[src/rtl/lwt_pkg.sv]
package lwt_pkg;

  localparam int DEF_NUM_FU  = 8;
  localparam int DEF_NUM_REG = 32;

  // Next-state choice for one register column
  typedef enum logic [1:0] {
    COL_HOLD  = 2'd0,
    COL_SET   = 2'd1,
    COL_DROP  = 2'd2,
    COL_CLEAR = 2'd3
  } col_act_e;

endpackage

[src/rtl/lwt_column.sv]
module lwt_column
  import lwt_pkg::*;
#(
  parameter int NUM_FU  = DEF_NUM_FU,
  parameter int COL_IDX = 0,
  parameter int FU_W    = 3,
  parameter int REG_W   = 5
) (
  input  logic              clk,
  input  logic              rst,
  input  logic              iss_valid,
  input  logic              iss_dst_en,
  input  logic [REG_W-1:0]  iss_dst,
  input  logic [FU_W-1:0]   iss_fu,
  input  logic              done_valid,
  input  logic [FU_W-1:0]   done_fu,
  output logic [NUM_FU-1:0] col_q
);

  logic               targeted;
  col_act_e           act;
  logic [NUM_FU-1:0]  col_d;

  assign targeted = iss_valid && iss_dst_en && (iss_dst == REG_W'(COL_IDX));

  // Priority: reset, then a new writer, then a completion
  always_comb begin
    if (rst)             act = COL_CLEAR;
    else if (targeted)   act = COL_SET;
    else if (done_valid) act = COL_DROP;
    else                 act = COL_HOLD;
  end

  always_comb begin
    col_d = col_q;
    unique case (act)
      COL_CLEAR: col_d = '0;
      COL_SET: begin
        col_d = '0;
        if (int'(iss_fu) < NUM_FU) col_d[iss_fu] = 1'b1;
      end
      COL_DROP: begin
        if (int'(done_fu) < NUM_FU) col_d[done_fu] = 1'b0;
      end
      default: col_d = col_q;
    endcase
  end

  always_ff @(posedge clk) begin
    col_q <= col_d;
  end

  p_col_onehot_r1: assert property (@(posedge clk) disable iff (rst)
    $onehot0(col_q));

  p_set_owner_r2: assert property (@(posedge clk) disable iff (rst)
    targeted |=> (col_q[$past(iss_fu)] && $onehot(col_q)));

  p_row_drop_r6: assert property (@(posedge clk) disable iff (rst)
    (done_valid && !targeted) |=> !col_q[$past(done_fu)]);

  p_idle_hold_r10: assert property (@(posedge clk) disable iff (rst)
    (!done_valid && !targeted) |=> $stable(col_q));

  p_reset_clear_r9: assert property (@(posedge clk)
    rst |=> (col_q == '0));

endmodule

[src/rtl/lwt_lookup.sv]
module lwt_lookup #(
  parameter int NUM_FU  = 8,
  parameter int NUM_REG = 32,
  parameter int REG_W   = 5
) (
  input  logic                            clk,
  input  logic                            rst,
  input  logic [NUM_REG-1:0][NUM_FU-1:0]  mat,
  input  logic [REG_W-1:0]                src,
  output logic [NUM_FU-1:0]               prod,
  output logic                            hit
);

  always_comb begin
    prod = '0;
    if (int'(src) < NUM_REG) prod = mat[src];
  end

  assign hit = |prod;

  p_lookup_single_r3: assert property (@(posedge clk) disable iff (rst)
    $onehot0(prod));

endmodule

[src/rtl/lwt_matrix.sv]
module lwt_matrix
  import lwt_pkg::*;
#(
  parameter int NUM_FU  = DEF_NUM_FU,
  parameter int NUM_REG = DEF_NUM_REG,
  localparam int FU_W   = (NUM_FU  > 1) ? $clog2(NUM_FU)  : 1,
  localparam int REG_W  = (NUM_REG > 1) ? $clog2(NUM_REG) : 1
) (
  input  logic              clk,
  input  logic              rst,
  input  logic              iss_valid,
  input  logic [FU_W-1:0]   iss_fu,
  input  logic              iss_dst_en,
  input  logic [REG_W-1:0]  iss_dst,
  input  logic [REG_W-1:0]  iss_src_a,
  input  logic [REG_W-1:0]  iss_src_b,
  input  logic              done_valid,
  input  logic [FU_W-1:0]   done_fu,
  output logic [NUM_FU-1:0] src_a_prod,
  output logic              src_a_hit,
  output logic [NUM_FU-1:0] src_b_prod,
  output logic              src_b_hit
);

  localparam int NUM_SRC = 2;

  logic [NUM_REG-1:0][NUM_FU-1:0] mat;
  logic [NUM_SRC-1:0][REG_W-1:0]  src_idx;
  logic [NUM_SRC-1:0][NUM_FU-1:0] src_prod;
  logic [NUM_SRC-1:0]             src_hit;

  for (genvar g = 0; g < NUM_REG; g++) begin : g_col
    lwt_column #(
      .NUM_FU (NUM_FU),
      .COL_IDX(g),
      .FU_W   (FU_W),
      .REG_W  (REG_W)
    ) u_col (
      .clk       (clk),
      .rst       (rst),
      .iss_valid (iss_valid),
      .iss_dst_en(iss_dst_en),
      .iss_dst   (iss_dst),
      .iss_fu    (iss_fu),
      .done_valid(done_valid),
      .done_fu   (done_fu),
      .col_q     (mat[g])
    );
  end

  assign src_idx[0] = iss_src_a;
  assign src_idx[1] = iss_src_b;

  for (genvar s = 0; s < NUM_SRC; s++) begin : g_src
    lwt_lookup #(
      .NUM_FU (NUM_FU),
      .NUM_REG(NUM_REG),
      .REG_W  (REG_W)
    ) u_look (
      .clk (clk),
      .rst (rst),
      .mat (mat),
      .src (src_idx[s]),
      .prod(src_prod[s]),
      .hit (src_hit[s])
    );
  end

  assign src_a_prod = src_prod[0];
  assign src_a_hit  = src_hit[0];
  assign src_b_prod = src_prod[1];
  assign src_b_hit  = src_hit[1];

  // A write issued at one edge is seen by a lookup of that register next cycle
  p_next_cycle_visible_r11: assert property (@(posedge clk) disable iff (rst)
    (iss_valid && iss_dst_en) ##1 (iss_src_a == $past(iss_dst))
      |-> (src_a_hit && src_a_prod[$past(iss_fu)]));

  // Issue beats a same-cycle completion by the same FU
  p_issue_wins_r8: assert property (@(posedge clk) disable iff (rst)
    (iss_valid && iss_dst_en && done_valid && (done_fu == iss_fu))
      ##1 (iss_src_b == $past(iss_dst)) |-> src_b_hit);

endmodule

[config.mk]
export PLATFORM = sky130hd
export DESIGN_NAME = lwt_matrix
export DESIGN_NICKNAME = d
export VERILOG_FILES = /design/src/rtl/lwt_pkg.sv /design/src/rtl/lwt_column.sv /design/src/rtl/lwt_lookup.sv /design/src/rtl/lwt_matrix.sv
export SDC_FILE = /design/constraint.sdc
export NUM_CORES = 1
export LEC_CHECK = 0
export BUFFER_PORTS_ARGS = -buffer_cell sky130_fd_sc_hd__buf_2
export CORE_MARGIN = 4
export CORE_UTILIZATION = 45
export DETAILED_ROUTE_END_ITERATION = 12
export SETUP_SLACK_MARGIN = 0.5
export SLEW_MARGIN = 30
export SYNTH_ARGS = -nofsm -noshare
export SYNTH_HDL_FRONTEND = slang
export SYNTH_SLANG_ARGS = --single-unit
[constraint.sdc]
create_clock -name clk -period 3.1 [get_ports clk]
set_clock_uncertainty 0.15 [all_clocks]
set_input_delay 0.465 -clock clk [delete_from_list [all_inputs] [get_ports clk]]
set_output_delay 0.465 -clock clk [all_outputs]
set_load 0.1 [all_outputs]
==> flow_summary.yaml, run 1 <==
clock_network:
  cts_made_buffers: 29
  postCtsHoldBufs: 0
  clk_latency_ps: 560
  cts_tree: "done"
  cts_sinks: 256
  clock_path_buffers: 3
  clkTransAtPathRegs_ps: 60
  htreeDepth: 1
  root_buffer: "clkbuf_16"
yosys:
  synth_most_common_cell: "nor2_1"
  yosys-top-cells-area: "edfxtp_1 43%, a32oi_1 12%, mux4_2 12%"
  synthCells: 1568
  synthFlopType: "edfxtp_1"
  synth-edff-count: 256
  yosysTopAreaCell: "edfxtp_1"
  synth_top_family_by_area: "compound AO/OA/AOI/OAI gates"
  synth_compound_area_frac: 0.183
  ys_types: 37
  synthSimpleGateAreaFrac: 0.0831
  synth_fp_nets: 1690
  synthXorXnorAreaFrac: 0
  synth_area_um2: 18100
  synth_commonest_cells: "265 x nor2_1, 256 x a32oi_1, 256 x edfxtp_1, 123 x clkbuf_1, 98 x inv_1"
  ys_ff_latch: 256
  ys.warnings.count: 0
  synthAdderAreaFrac: 0.0665
  synth-seq-area-share: 0.426
  synthMuxAreaShare: 0.171
  ys_async_sr_fraction: 0
  avgSynthCellArea_um2: 11.5
  synthDominantCellAreaShare: 0.426
global_routing:
  grt_pass1_wl_um: 94700
  overflow: 0
  antenna_found_initial: 2
  grt_max_degree: 43
  grt_usage: 0.287
  grt_pass1_vias: 13900
timing:
  finalHoldViolations: 0
  maxSlewHeadroom: 0.401
  finalCritPeriodShare: 1.10
  drv_slew: 0
  worst_slack_ps: -311
  max_freq_mhz: 293
  tightest_slew_ps: 898
  setup_viol: 6
  holdWs_ps: 512
  post-route-min-period_ps: 3410
  rsz0062_at_grt: "true"
detailed_routing:
  ant_nets: 0
  wl_um: 65000
  drc: 0
  vias_per_cell: 7.11
  routedWlPerCell_um: 30.9
  route.vias.total: 14900
  drt_iter0_drc: 2360
  drt_first_pass_iters: 6
setup_path:
  reg2reg_slack_ps: 1710
  r2r_end: "g_col[22].u_col.col_q[4]$_DFFE_PP_"
  worstPathRequired_ps: 2480
  critical_path_arrival_ps: 2800
  r2r-start: "g_col[22].u_col.col_q[4]$_DFFE_PP_"
  worst-path-max-fanout: 3
  cp-start-kind: "register"
  path_class: "register to output pin"
  r2r_cells: 4
  crit_path_end_kind: "output pin"
place:
  routabilityCongestion: 0.944
  numPortBuffers: 43
  hpwl_um: 43200
  post-place-ws_ps: -311
  place_inst: 2033
pwr:
  p_sw_mw: 2.85
  p_seq_frac: 0.454
  p_sw_frac: 0.305
  p_int_mw: 6.50
  p_comb_frac: 0.212
  irDropWorstVdd_mv: 0.339
  power_density_nw_per_um2: 450
  clkPwrFrac: 0.334
  p_leak_nw: 7.84
layout:
  drive_gt1_frac: 0.263
  fillCellCount: 3395
  top_register: "g_col.u_col.col_q"
  largest_reg_flops: 256
  area.growth.synth_to_final_pct: 14.9
  reg.largest.list: "g_col.u_col.col_q: 256 flops"
  instances_no_fill: 2102
  final_nets: 1681
outcome:
  outcome: "finished, violations left"
  violations: "setup timing"
hold_path:
  min_path_cells: 2
  hp-start: "g_col[15].u_col.col_q[1]$_DFFE_PP_"
  hold_end: "g_col[15].u_col.col_q[1]$_DFFE_PP_"
  hold_class: "register to register"
die:
  io_pins: 44
  die_h_um: 208
  die_x_um: 208
  core_area_um2: 39700
  start_util: 0.455
  row_count: 73
  dieArea_um2: 43400
job:
  drv_cap: 0
-- stage by stage --
step,power (mW),cell area [um2],utilization,setup TNS [ps]
after floorplan,5.38,18200,-,-562
after global placement,6.04,19300,0.486,-566
after detailed placement,6.07,19300,0.486,-631
after CTS,9.26,20500,0.516,-685
after global routing,9.60,20800,0.522,-1220
final,9.34,20800,0.523,-713
-- worst max-delay path: stages (launching register included) --
cell	delay [ps]
edfxtp_1	460
mux4_2	550
a221oi_4	310
o21a_1	210
o22a_1	180
nand4_1	250
buf_12	260
-- logic make-up after synthesis --
| family | Yosys count |
|---|---|
| AO/OA/AOI/OAI | 408 |
| adder cells (fa/ha/maj) | 96 |
| buffers and inverters | 313 |
| flip-flops | 256 |
| multiplexers | 136 |
| AND/OR/NAND/NOR | 359 |
-- worst max-delay path by stage --
stage | cells past startpoint | endpoint | slack [ps] | start
floorplan | 7 | src_b_hit | -280 | iss_src_b[0]
global placement | 9 | src_b_hit | -300 | iss_src_b[0]
detailed placement | 9 | src_b_hit | -310 | iss_src_b[0]
CTS | 6 | src_b_hit | -290 | g_col[22].u_col.col_q[0]$_DFFE_PP_
global route | 6 | src_b_hit | -400 | g_col[9].u_col.col_q[0]$_DFFE_PP_
finish | 6 | src_b_hit | -310 | g_col[22].u_col.col_q[6]$_DFFE_PP_
-- placed cells by master, fill, tap and decap left out, types with 6 or more instances in the layout --
| cell type | instances |
|---|---|
| nor2_1 | 256 |
| a32oi_1 | 256 |
| edfxtp_1 | 256 |
| mux4_2 | 116 |
| buf_4 | 106 |
| inv_1 | 98 |
| ha_1 | 96 |
| a22oi_2 | 34 |
| buf_12 | 33 |
| nand2_1 | 31 |
| a21o_1 | 31 |
| clkbuf_16 | 30 |
| a21oi_1 | 26 |
| buf_2 | 23 |
| nor2b_1 | 19 |
| a22oi_1 | 14 |
| a21oi_2 | 11 |
| buf_6 | 10 |
| nand3_1 | 9 |
| mux4_1 | 9 |
| a31oi_1 | 8 |
| nor2_4 | 8 |
| mux2i_1 | 8 |
| o21a_1 | 8 |
| clkinv_2 | 7 |
| clkbuf_1 | 7 |
| a221oi_2 | 6 |
| and3_1 | 6 |
-- power groups by stage --
stage | Clock (mW) | Sequential [mW] | Combinational [mW]
after detailed placement | 0 | 4.30 | 1.77
after floorplan | 0 | 4.17 | 1.21
after global placement | 0 | 4.29 | 1.75
final | 3.12 | 4.24 | 1.98
after global routing | 3.28 | 4.25 | 2.07
after CTS | 3.14 | 4.23 | 1.88
-- layer usage --
layer | part of all wire | global-route usage | vias to the layer above
li1 | - | - | 6165
met1 | 0.38 | 0.417 | 7422
met2 | 0.44 | 0.430 | 1180
met3 | 0.14 | 0.0615 | 175
met4 | 0.039 | 0.0967 | 2
met5 | 0.00018 | 0 | -
-- layout make-up --
class	count	area (um2)	share of cell area
multi-input combinational	999	9480	0.457
timing repair buffer	175	1750	0.0844
clock buffer	36	752	0.0362
antenna	1	2.50	0.000121
sequential	256	7690	0.370
inverter	98	368	0.0177
clock inverter	12	58.8	0.00283
tap	525	657	0.0316
-- repair_timing --
item | CTS | global route
gates resized for setup | 97 | 30
setup endpoints to repair | 18 | 18
pin swaps | 22 | 14
setup buffers | 8 | 11
gates cloned | 0 | 1
Power figures use the tool's default switching activity.
==> run 2: changes to the inputs <==
--- a/config.mk
+++ b/config.mk
@@ -5,9 +5,10 @@
 export SDC_FILE = /design/constraint.sdc
 export NUM_CORES = 1
 export LEC_CHECK = 0
+export ABC_AREA = 1
 export BUFFER_PORTS_ARGS = -buffer_cell sky130_fd_sc_hd__buf_2
 export CORE_MARGIN = 4
-export CORE_UTILIZATION = 45
+export CORE_UTILIZATION = 40
 export DETAILED_ROUTE_END_ITERATION = 12
 export SETUP_SLACK_MARGIN = 0.5
 export SLEW_MARGIN = 30
==> run 2 against run 1 <==
Against the previous run: the run now ends clean; synthesized cell count grew 77%; combinational power grew 17%; setup slack improved by 530 ps; critical endpoint is now src_a_hit; largest power group unchanged; highest routed layer is now met4.
==> flow_summary.yaml, run 2 <==
outcome:
  outcome: "complete, no violations"
layout:
  top_register: "g_col.u_col.col_q"
  drive_gt1_frac: 0.164
  reg.largest.list: "g_col.u_col.col_q: 256 flops"
  area.growth.synth_to_final_pct: 18.6
  layout_common_cells: "857 x nand2_1, 564 x nand3_1, 263 x a21oi_1"
  final_common_cell: "nand2_1"
  final_nets: 2852
  fillCellCount: 4677
  seqCellArea_um2: 7690
  multi_input_area_um2: 10800
  largest_reg_flops: 256
  n_antenna_cell: 0
  finish.instance_area_um2: 23100
yosys:
  synth-seq-area-share: 0.394
  synth_most_common_cell: "nand2_1"
  synth_commonest_cells: "926 x nand2_1, 680 x nand3_1, 263 x a21oi_1, 256 x edfxtp_1, 160 x inv_1"
  avgSynthCellArea_um2: 7.04
  synth_fp_nets: 2890
  synthFlopType: "edfxtp_1"
  ys.warnings.count: 0
  synth_area_um2: 19500
  ys_async_sr_fraction: 0
  yosysTopAreaCell: "edfxtp_1"
  synthDominantCellAreaShare: 0.394
  ys_types: 15
  yosys-top-cells-area: "edfxtp_1 39%, nand2_1 18%, nand3_1 17%"
  ys_ff_latch: 256
  synth-edff-count: 256
  synthCells: 2768
place:
  place_area_um2: 20300
  hpwl_um: 50000
  numPortBuffers: 43
  routabilityCongestion: 0.988
  post-place-ws_ps: 30.8
setup_path:
  r2r_cells: 4
  worst-path-max-fanout: 3
  path_class: "register to output pin"
  crit_path_top_delay_cell: "edfxtp_1"
  critical_path_arrival_ps: 2270
  crit_path_end_kind: "output pin"
  path_cells: "buf_4 > nand2_1 > nand3_1 > nand3_2 > nand2_1 > nand2_1 > nand3_1 > nand2_2 > nand2_1 > nor2_2 > nand2_4 > buf_12"
  worstPathRequired_ps: 2480
  cp_common_cell: "nand2_1"
  reg2reg_slack_ps: 1770
  cpPeakStageDelay_ps: 450
  cp-start-kind: "register"
pwr:
  power_density_nw_per_um2: 448
  p_leak_nw: 9.10
  irDropWorstVdd_mv: 0.417
timing:
  rsz0062_at_grt: "true"
  setup-tns-final_ps: 0
  worst_slack_ps: 218
  finalHoldViolations: 0
  setup_viol: 0
  drv_slew: 0
  post-route-min-period_ps: 2880
  holdWs_ps: 316
  max_freq_mhz: 347
  finalCritPeriodShare: 0.930
  tightest_slew_ps: 756
  maxSlewHeadroom: 0.496
clock_network:
  clock_path_buffers: 3
  root_buffer: "clkbuf_16"
  clkTransAtPathRegs_ps: 60
  cts_tree: "done"
  clk_latency_ps: 600
  htreeDepth: 1
  cts_sinks: 256
  cts_made_buffers: 31
detailed_routing:
  drt_iter0_drc: 3147
  vias_per_cell: 6.05
  ant_nets: 0
  routedWlPerCell_um: 23.9
  drc: 0
  drt_first_pass_iters: 6
  wl_um: 80600
  route.vias.total: 20400
hold_path:
  hold_class: "input port to register"
  min_path_cells: 4
die:
  dieArea_um2: 52300
  die_x_um: 229
  io_pins: 44
  row_count: 80
  start_util: 0.407
  core_area_um2: 47900
  die_h_um: 229
global_routing:
  overflow: 0
  grt_pass1_wl_um: 117000
  grt_pass1_vias: 18700
  grt_usage: 0.290
  grt_max_degree: 65
  antenna_found_initial: 0
job:
  drv_cap: 0
-- run 2: cell count changes after synthesis, sizes merged, moves of 67 or more --
cell / delta
nand2: +893
nand3: +670
a32oi: -256
a21oi: +226
nor2: -174
buf: +132
mux4: -128
clkbuf: -89
inv: +67
-- run 2: cells by family after synthesis --
| logic type | after synthesis | share of synthesized area |
|---|---|---|
| adders and majority gates | 96 | 0.0616 |
| and+or+nand+nor | 1705 | 0.377 |
| DFF | 256 | 0.394 |
| buffers and inverters | 423 | 0.0936 |
| AOI/OAI and AO/OA | 288 | 0.0739 |
-- run 2: layout make-up --
| class | count | area share |
|---|---|---|
| multi-input cells | 2089 | 0.468 |
| flip-flops and latches | 256 | 0.333 |
| repair buffers | 187 | 0.0921 |
| clock buffers | 33 | 0.0339 |
| well taps | 615 | 0.0333 |
| inverters | 165 | 0.0294 |
| clock inverters | 24 | 0.0109 |
-- run 2: routing by layer --
metal  vias up  global-route usage  part of all wire
met5         -                   0                 0
met4         0               0.120             0.051
met3       242              0.0553              0.11
met2      1394               0.456              0.44
met1      9609               0.392              0.40
li1       9138                   -                 -
-- run 2: where the power goes --
part	internal (mW)	leakage [nW]	switching [mW]
sequential	4.02	2.98	0.225
combinational	0.756	5.62	1.56
clock	2.23	0.507	1.57
-- run 2: metrics by stage --
step                std cells  power [mW]   util
detailed placement       3237        6.24  0.424
global placement         3237        6.21  0.424
floorplan                2768        5.46      -
global route             3369        10.7  0.482
CTS                      3341        10.2  0.471
finish                   3369        10.4  0.482
-- run 2: path summary, 6_finish.rpt --
kind | startpoint | endpoint
max | g_col[0].u_col.col_q[7]$_DFFE_PP_ | src_a_hit
min | done_fu[2] | g_col[14].u_col.col_q[7]$_DFFE_PP_
max reg2reg | g_col[13].u_col.col_q[0]$_DFFE_PP_ | g_col[13].u_col.col_q[0]$_DFFE_PP_
min reg2reg | g_col[15].u_col.col_q[4]$_DFFE_PP_ | g_col[15].u_col.col_q[4]$_DFFE_PP_
-- run 2: critical path, delay by kind of cell (launching register included) --
family / cells / cell delay, ps
flops: 1 / 450
buf+inv: 2 / 350
simple gates: 10 / 870
-- run 2: what timing repair did --
item                                    in CTS  in global routing
endpoints found under the setup margin      18                 18
pin swaps                                  118                 85
gates resized for setup                    170                 86
buffers inserted                            38                 27
cloned                                       9                  1
hold buffers                                 0                  0
